**src/rtl/touch_scan.sv**
```systemverilog
module touch_scan #(
  parameter int N  = 4,
  parameter int CW = 16,
  parameter int GW = 16,
  localparam int IW = (N > 1) ? $clog2(N) : 1,
  localparam int NW = $clog2(N + 1)
) (
  input  logic          clk,
  input  logic          rst_n,
  input  logic          ref_en,
  input  logic          osc_in,
  input  logic [GW-1:0] cfg_gate,
  input  logic [CW-1:0] cfg_thresh,
  input  logic [NW-1:0] cfg_elems,
  output logic [IW-1:0] sel,
  output logic          res_valid,
  output logic [IW-1:0] res_elem,
  output logic [CW-1:0] raw_count,
  output logic [CW-1:0] delta,
  output logic [N-1:0]  touch,
  output logic          dom_valid,
  output logic [IW-1:0] dominant
);
  localparam logic [CW-1:0] MAXC = '1;

  logic [2:0]    sy;
  logic          rise;
  logic [GW-1:0] gcnt, last;
  logic          win_end;
  logic [CW-1:0] cnt, meas;
  logic [NW-1:0] nact;
  logic          wrap;

  logic [CW-1:0] base [N];
  logic [CW-1:0] dlt  [N];
  logic [N-1:0]  init, tch;

  logic [CW-1:0]        cur_base, drop, new_base;
  logic signed [CW+1:0] diff, step;
  logic                 hit;

  assign rise    = sy[1] & ~sy[2];
  assign last    = (cfg_gate == '0) ? '0 : cfg_gate - GW'(1);
  assign win_end = ref_en && (gcnt >= last);
  assign meas    = (cnt == MAXC) ? cnt : cnt + CW'(rise);
  assign nact    = (cfg_elems == '0) ? NW'(1) : (cfg_elems > NW'(N)) ? NW'(N) : cfg_elems;
  assign wrap    = (NW'(sel) + NW'(1)) >= nact;

  assign cur_base = base[sel];
  assign drop     = (cur_base > meas) ? cur_base - meas : '0;
  assign hit      = drop > cfg_thresh;
  assign diff     = $signed({2'b00, meas}) - $signed({2'b00, cur_base});
  assign step     = diff >>> 4;
  assign new_base = cur_base + step[CW-1:0];

  always_ff @(posedge clk or negedge rst_n) begin
    if (!rst_n) begin
      sy   <= '0;
      gcnt <= '0;
      cnt  <= '0;
    end else begin
      sy <= {sy[1:0], osc_in};
      if (win_end) begin
        gcnt <= '0;
        cnt  <= '0;
      end else begin
        if (ref_en) gcnt <= gcnt + GW'(1);
        cnt <= meas;
      end
    end
  end

  always_ff @(posedge clk or negedge rst_n) begin
    if (!rst_n) begin
      sel       <= '0;
      res_valid <= 1'b0;
      res_elem  <= '0;
      raw_count <= '0;
      delta     <= '0;
      init      <= '0;
      tch       <= '0;
      for (int i = 0; i < N; i++) begin
        base[i] <= '0;
        dlt[i]  <= '0;
      end
    end else begin
      res_valid <= win_end;
      if (win_end) begin
        raw_count <= meas;
        res_elem  <= sel;
        sel       <= wrap ? '0 : sel + IW'(1);
        if (!init[sel]) begin
          init[sel] <= 1'b1;
          base[sel] <= meas;
          dlt[sel]  <= '0;
          tch[sel]  <= 1'b0;
          delta     <= '0;
        end else begin
          dlt[sel] <= drop;
          tch[sel] <= hit;
          delta    <= drop;
          if (!hit) base[sel] <= new_base;
        end
      end
    end
  end

  always_comb begin
    for (int i = 0; i < N; i++) touch[i] = tch[i] && (NW'(i) < nact);
  end

  assign dom_valid = |touch;

  always_comb begin
    logic [CW-1:0] best;
    logic          found;
    best     = '0;
    found    = 1'b0;
    dominant = '0;
    for (int i = 0; i < N; i++) begin
      if (touch[i] && (!found || dlt[i] > best)) begin
        best     = dlt[i];
        found    = 1'b1;
        dominant = IW'(i);
      end
    end
  end


  cnt_sat_chk: assert property (@(posedge clk) disable iff (!rst_n)
    (cnt == MAXC && !win_end) |=> cnt == MAXC);


  cnt_step_chk: assert property (@(posedge clk) disable iff (!rst_n)
    !win_end |=> (cnt == $past(cnt)) || (cnt == $past(cnt) + CW'(1)));


  sel_hold_chk: assert property (@(posedge clk) disable iff (!rst_n)
    !win_end |=> $stable(sel));


  res_pulse_chk: assert property (@(posedge clk) disable iff (!rst_n)
    res_valid |=> !res_valid);


  touch_delta_chk: assert property (@(posedge clk) disable iff (!rst_n)
    (res_valid && tch[res_elem]) |-> delta != '0);


  dom_pick_chk: assert property (@(posedge clk) disable iff (!rst_n)
    dom_valid |-> touch[dominant]);
endmodule

```
**config.mk**
```make
export PLATFORM = sky130hd
export DESIGN_NAME = touch_scan
export DESIGN_NICKNAME = d
export VERILOG_FILES = /design/src/rtl/touch_scan.sv
export SDC_FILE = /design/constraint.sdc
export NUM_CORES = 1
export LEC_CHECK = 0
export ABC_AREA = 1
export BUFFER_PORTS_ARGS = -buffer_cell sky130_fd_sc_hd__buf_2
export CORE_MARGIN = 2
export CORE_UTILIZATION = 57
export CTS_CLUSTER_DIAMETER = 30
export DETAILED_ROUTE_END_ITERATION = 6
export PLACE_DENSITY = 0.78
export SYNTH_ARGS = -nofsm -noshare
export SYNTH_HDL_FRONTEND = slang
export SYNTH_SLANG_ARGS = --single-unit
export TNS_END_PERCENT = 5
```
**constraint.sdc**
```tcl
create_clock -name clk -period 4.9 [get_ports clk]
set_input_delay 0.245 -clock clk [delete_from_list [all_inputs] [get_ports clk]]
set_output_delay 0.245 -clock clk [all_outputs]
set_load 0.02 [all_outputs]
```
==> results.json, run 1 <==
{
  "ys_seq_elements": 208,
  "routed_wl_microns": 45100,
  "status": "complete, but fails checks",
  "die_w_microns": 165,
  "start_kind": "flip-flop",
  "ios": 83,
  "clockRootBuffer": "clkbuf_16",
  "yosysMostFrequentCell": "nand2_1",
  "worstPathArrival_ns": 5.52,
  "rows": 58,
  "r2r_slack_ns": 0.23,
  "grt_start_max_net_pins": 113,
  "area_growth_pct": 27.7,
  "grt_overflow_total": 0,
  "p_per_area_nw_per_um2": 624,
  "via_count": 14300,
  "failed_checks": "setup timing",
  "grt_pass1_vias": 13800,
  "slew_violations": 0,
  "p_total_mw": 11.7,
  "synth_area_per_cell_sq_um": 7.33,
  "first_pass_iters": 5,
  "r2r_start": "sel[0]$_DFFE_PN0P_",
  "cts_sinks": 208,
  "fin_area_sq_um": 18800,
  "synth_edf_count": 0,
  "min_from": "ref_en",
  "whs_path_depth": 2,
  "syn_nets": 2184,
  "rsz0062_at_grt": "true",
  "numCtsBuffers": 45,
  "die_area_sq_um": 27100,
  "synthCells": 2005,
  "drive_above_1_share": 0.224,
  "die_h_microns": 165,
  "max_freq_mhz": 174,
  "cp_top_family": "simple AND/OR/NAND/NOR gates",
  "place_ws_ns": -0.239,
  "synth_top_area_cell": "dfrtp_1",
  "core_sq_um": 25300,
  "clk_path_buf_depth": 3,
  "htree_levels": 2,
  "async_flop_share": 1.00,
  "cp.required_ns": 4.66,
  "path_class": "reg2out",
  "r2r.worst_path.cells": 27,
  "hold_path_end": "gcnt[0]$_DFFE_PN0P_",
  "drt-initial-drc-count": 1184,
  "whs_ns": 0.214,
  "yosys_most_used_dff": "dfrtp_1",
  "place_area_sq_um": 16400,
  "grt_pass1_wl_microns": 69400,
  "start_util": 0.582,
  "antenna_cells": 0,
  "ys_top_cells_by_area": "dfrtp_1 (35%), nand2_1 (17%), ha_1 (12%)",
  "yosys.area.top_type_share": 0.354,
  "setup_viol": 2,
  "synth.distinct_cells": 52,
  "period_share": 1.18,
  "finalHoldViolations": 0,
  "via_per_inst": 5.51,
  "cts_tree": "built",
  "r2r-end": "base[30]$_DFFE_PN0P_",
  "end_kind": "output port",
  "io_buffers": 82,
  "clk_latency_ns": 0.54,
  "drc": 0,
  "max-cap-violations": 0,
  "routedWlPerCell_microns": 17.4,
  "hp-class": "in2reg",
  "nets": 2415,
  "leakagePower_nw": 10.0,
  "clkTransAtPathRegs_ns": 0.05,
  "hpwl_microns": 32400,
  "period_needed_ns": 5.76,
  "relSlewSlack": 0.254,
  "place_congestion": 0.979,
  "worstMarginPinSlew_ns": 1.12,
  "yosys_warnings": 0,
  "synth-seq-area-share": 0.354,
  "antenna_found_initial": 0,
  "fin_ws_ns": -0.863,
  "cpMaxStageDelayCell": "dfrtp_2",
  "vdd_drop_max_mv": 0.597,
  "finClkSkew_ns": 0.0190,
  "critPathMaxStageDelay_ns": 0.41,
  "syn_area_sq_um": 14700,
  "cp_max_fo": 8,
  "netlist_top_cells_count": "nand2_1 (657), dfrtp_1 (208), inv_1 (197)",
  "fillerInstances": 1941,
  "grt_usage": 0.325,
  "antenna_left": 0,
  "worst-path-buf-inv": 7
}
power by group:
group / switching (mW) / internal, mW / total (mW)
Clock: 1.03 / 2.16 / 3.19
Combinational: 3.84 / 2.53 / 6.38
Sequential: 0.193 / 1.96 / 2.15
Total: 5.07 / 6.65 / 11.7
metrics by stage:
step                std cells   util  TNS (ns)
global placement         2505  0.651    -0.132
CTS                      2589  0.717     -1.27
global route             2601  0.743     -2.41
detailed placement       2505  0.651    -0.473
finish                   2601  0.743     -1.72
floorplan                2005      -         0
metal layers:
layer,wire length [microns],up-vias,GRT usage
met5,0,-,0
met3,2520,139,0.0517
li1,-,6966,-
met4,2080,0,0.148
met1,18300,6763,0.395
met2,22200,463,0.568
sequential cells by signal, indices dropped and copies added (netlist names):
name       flops
gcnt          16
dlt           64
delta         16
res_elem       2
sy             3
base          64
tch            4
cnt           16
res_valid      1
sel            2
raw_count     16
init           4
repair_timing:
item	in CTS	in global routing
hold buffers	2	0
gates resized for setup	13	120
pin swaps	0	35
gates cloned	0	4
setup endpoints to repair	2	70
endpoints found under the hold margin	111	0
setup buffers	0	8
kinds of logic (layout without fill, tap and decap cells):
family                     after synthesis  count (layout)  share of synthesized area
and+or+nand+nor                       1017            1017                      0.300
AOI/OAI and AO/OA                      310             310                      0.116
buffers and inverters                  281             547                     0.0799
DFF                                    208             208                      0.354
adders and majority gates              140             140                      0.120
xor gates and xnor gates                49              49                     0.0292
worst register-to-register path: stages, from the launching register on:
cell and delay [ns]:
dfrtp_1 0.49, buf_4 0.28, nor2_1 0.16, inv_1 0.07
a32oi_1 0.43, inv_1 0.10, ha_1 0.41, nand2_1 0.24
inv_1 0.09, a21oi_1 0.15, nand2_1 0.11, nand2_1 0.08
nand2_1 0.07, xnor2_2 0.20, nor2_2 0.07, ha_1 0.31
nand2_1 0.07, inv_1 0.06, nand3_1 0.08, a31oi_1 0.09
nor2_1 0.19, nand2_1 0.10, nand2_2 0.12, inv_6 0.09
nor2_8 0.17, buf_4 0.20, nand2_1 0.08, nand2_1 0.08
placed cells by master, fill, tap and decap left out, types with 6 or more instances in the layout:
master     Yosys  routed
buf_12         0       8
clkbuf_16      0      49
a32oi_1       15      15
nand3_2        1       6
nand2_1      657     627
nand2_4        2       6
nor2_2         3      17
a21oi_1      107      97
a21oi_2        2      12
a21o_1         9       9
inv_6          0       6
o21ai_0       99      89
or2_2         24      19
nand2_2       15      41
xnor2_1       17      16
ha_1         138     120
nor2_4         5       6
and2_1        17      14
nand3_4        4       7
o21ai_1       51      58
clkbuf_8       0       9
ha_4           0      16
inv_2          9      12
xor2_1        32      32
nor3_1        15      13
nand3b_1       8       8
o21ai_2        4       7
o21bai_1       7       7
inv_1        197     194
buf_6          8       6
nand4_1       15      15
nand3_1      106      98
buf_2         18      80
buf_4          6     150
nor2_1       131     116
dfrtp_1      208     207
bufinv_16      0       6
final cells by class:
| cell class | instances | area, sq um | area share |
|---|---|---|---|
| Multi-Input combinational cell | 1516 | 8850 | 0.471 |
| Timing Repair Buffer | 251 | 1880 | 0.100 |
| Clock buffer | 57 | 1270 | 0.0678 |
| Clock inverter | 25 | 337 | 0.0179 |
| Sequential cell | 208 | 5210 | 0.277 |
| Inverter | 214 | 817 | 0.0435 |
| Tap cell | 330 | 413 | 0.0220 |
worst max-delay path by stage:
| stage | startpoint | endpoint | slack, ns | depth (start not counted) |
|---|---|---|---|---|
| after floorplan | tch[0]$_DFFE_PN0P_ | dominant[0] | 0.04 | 36 |
| after global placement | tch[0]$_DFFE_PN0P_ | dominant[0] | -0.07 | 43 |
| after detailed placement | tch[0]$_DFFE_PN0P_ | dominant[0] | -0.24 | 38 |
| after CTS | tch[0]$_DFFE_PN0P_ | dominant[0] | -0.64 | 45 |
| after global routing | tch[0]$_DFFE_PN0P_ | dominant[0] | -1.19 | 37 |
| final | tch[0]$_DFFE_PN0P_ | dominant[1] | -0.86 | 36 |
Note: power is estimated with default switching activity, not from simulation.
==> run 2, diff against run 1 <==
--- a/config.mk
+++ b/config.mk
@@ -8,11 +8,9 @@
 export ABC_AREA = 1
 export BUFFER_PORTS_ARGS = -buffer_cell sky130_fd_sc_hd__buf_2
 export CORE_MARGIN = 2
-export CORE_UTILIZATION = 57
+export CORE_UTILIZATION = 40
 export CTS_CLUSTER_DIAMETER = 30
 export DETAILED_ROUTE_END_ITERATION = 6
-export PLACE_DENSITY = 0.78
 export SYNTH_ARGS = -nofsm -noshare
 export SYNTH_HDL_FRONTEND = slang
 export SYNTH_SLANG_ARGS = --single-unit
-export TNS_END_PERCENT = 5
==> run 2 against run 1 <==
- the flow still finishes with violations (setup timing)
- critical path depth down 1
- worst setup slack better by 0.11 ns
- final cell count up 5.8%
- non-clock buffer count down 6
- die area up 41%
- hold slack worse by 0.080 ns
- largest power group unchanged
- first-iteration DRC count down 35%
==> results.json, run 2 (synthesized netlist as in run 1, its figures left out) <==
{
  "finClkSkew_ns": 0.0434,
  "antenna_found_initial": 0,
  "utilization": 0.546,
  "fin_cells": 2752,
  "rsz0062_at_grt": "true",
  "crit_top_cell": "nand2_1",
  "area_growth_pct": 35.4,
  "ios": 83,
  "hp-class": "in2reg",
  "clk_path_buf_depth": 3,
  "relSlewSlack": 0.443,
  "die_h_microns": 196,
  "first_pass_iters": 6,
  "final_common_cell": "nand2_1",
  "grt_pass1_vias": 13400,
  "p_total_mw": 12.0,
  "place_congestion": 0.932,
  "htree_levels": 2,
  "cts_tree": "built",
  "worstPathArrival_ns": 5.41,
  "cp_top_family": "simple AND/OR/NAND/NOR gates",
  "numCtsBuffers": 53,
  "clockRootBuffer": "clkbuf_16",
  "leakagePower_nw": 10.3,
  "failed_checks": "setup timing",
  "intPower_mw": 6.82,
  "start_util": 0.403,
  "end_kind": "output port",
  "vdd_drop_max_mv": 0.590,
  "status": "complete, but fails checks",
  "r2r_start": "sy[1]$_DFF_PN0_",
  "io_buffers": 82,
  "grt_start_max_net_pins": 115,
  "drt-met1-wl_microns": 20600,
  "cp.required_ns": 4.66,
  "rows": 70,
  "power.clock.fraction": 0.297,
  "period_needed_ns": 5.66,
  "finalHoldViolations": 0,
  "comb_power_share": 0.524,
  "drt-initial-drc-count": 765,
  "die_area_sq_um": 38300,
  "setup_viol": 2,
  "grt_pass1_wl_microns": 72400,
  "startpoint": "tch[0]$_DFFE_PN0P_",
  "drc": 0,
  "place_area_sq_um": 16400,
  "critPathMaxStageDelay_ns": 0.43,
  "grt_usage": 0.239,
  "cpMaxStageDelayCell": "dfrtp_2",
  "slew_violations": 0,
  "via_count": 14000,
  "path_class": "reg2out",
  "met3WireLength_microns": 1820,
  "routedWlPerCell_microns": 17.1,
  "drive_above_1_share": 0.258,
  "multi_input_area_sq_um": 9490,
  "cp_max_fo": 7,
  "final_cell_mix": "nand2_1 (601), dfrtp_1 (207), inv_1 (193)",
  "max-cap-violations": 0,
  "dpl.cell_count": 2619,
  "start_kind": "flip-flop",
  "fillerInstances": 3430,
  "routed_wl_microns": 47000,
  "swShare": 0.433,
  "die_w_microns": 196,
  "core_sq_um": 36400,
  "fin_area_sq_um": 19900,
  "clk_latency_ns": 0.61,
  "worstMarginPinSlew_ns": 0.836,
  "min_from": "ref_en",
  "antenna_cells": 0,
  "clkTransAtPathRegs_ns": 0.05,
  "p_sw_mw": 5.21,
  "r2r_slack_ns": 0.25,
  "cts_sinks": 208,
  "seqCellArea_sq_um": 5210,
  "dr.max_layer_used": "met4",
  "p_per_area_nw_per_um2": 605,
  "hpwl_microns": 33600,
  "wl_met2_microns": 22800,
  "period_share": 1.15,
  "antenna_left": 0,
  "largest_registers": "base: 64 flops, dlt: 64 flops",
  "whs_ns": 0.134,
  "worst-path-buf-inv": 6,
  "max_freq_mhz": 177,
  "fin_ws_ns": -0.756,
  "nets": 2418,
  "via_per_inst": 5.08,
  "grt_overflow_total": 0,
  "seq_power_share": 0.179
}
==> run 2: through the flow <==
stage,setup slack [ns],TNS [ns]
floorplan,0.0424,0
global placement,-0.171,-0.325
detailed placement,-0.274,-0.542
CTS,-0.732,-1.46
global route,-1.05,-2.44
finish,-0.756,-1.46
==> run 2: per-layer routing <==
metal  global-route usage  up-vias
met3               0.0349       96
met1                0.308     6640
met4                0.107        0
met5                    0        -
met2                0.400      279
li1                     -     6970
==> run 2: power groups by stage <==
stage	sequential, mW	combinational (mW)	clock, mW
4_1_cts	2.14	5.85	3.63
3_3_place_gp	2.16	5.75	0
2_1_floorplan	2.18	3.69	0
3_5_place_dp	2.16	5.80	0
5_1_grt	2.19	6.99	3.72
6_report	2.15	6.31	3.57
==> run 2: worst paths after layout <==
| kind | to | cells past startpoint |
|---|---|---|
| min in group asynchronous | dlt[11]$_DFFE_PN0P_ | 2 |
| max in group asynchronous | base[57]$_DFFE_PN0P_ | 3 |
| min reg2reg | sy[1]$_DFF_PN0_ | 0 |
| max | dominant[0] | 35 |
| min | gcnt[1]$_DFFE_PN0P_ | 2 |
| max reg2reg | base[61]$_DFFE_PN0P_ | 34 |
==> run 2: repair_timing <==
action | 4_1_cts | 5_1_grt
setup endpoints to repair | 4 | 69
hold endpoints to repair | 95 | 0
buffers inserted | 0 | 20
hold buffers | 2 | 0
resized for setup | 11 | 239
pin swaps | 0 | 68
gates cloned | 2 | 9
==> run 2: final cells by class <==
| class | count | share of cell area |
|---|---|---|
| Tap cell | 468 | 0.0294 |
| Clock inverter | 29 | 0.0193 |
| Inverter | 214 | 0.0412 |
| Timing Repair Buffer | 245 | 0.0979 |
| Sequential cell | 208 | 0.262 |
| Clock buffer | 71 | 0.0736 |
| Multi-Input combinational cell | 1517 | 0.477 |
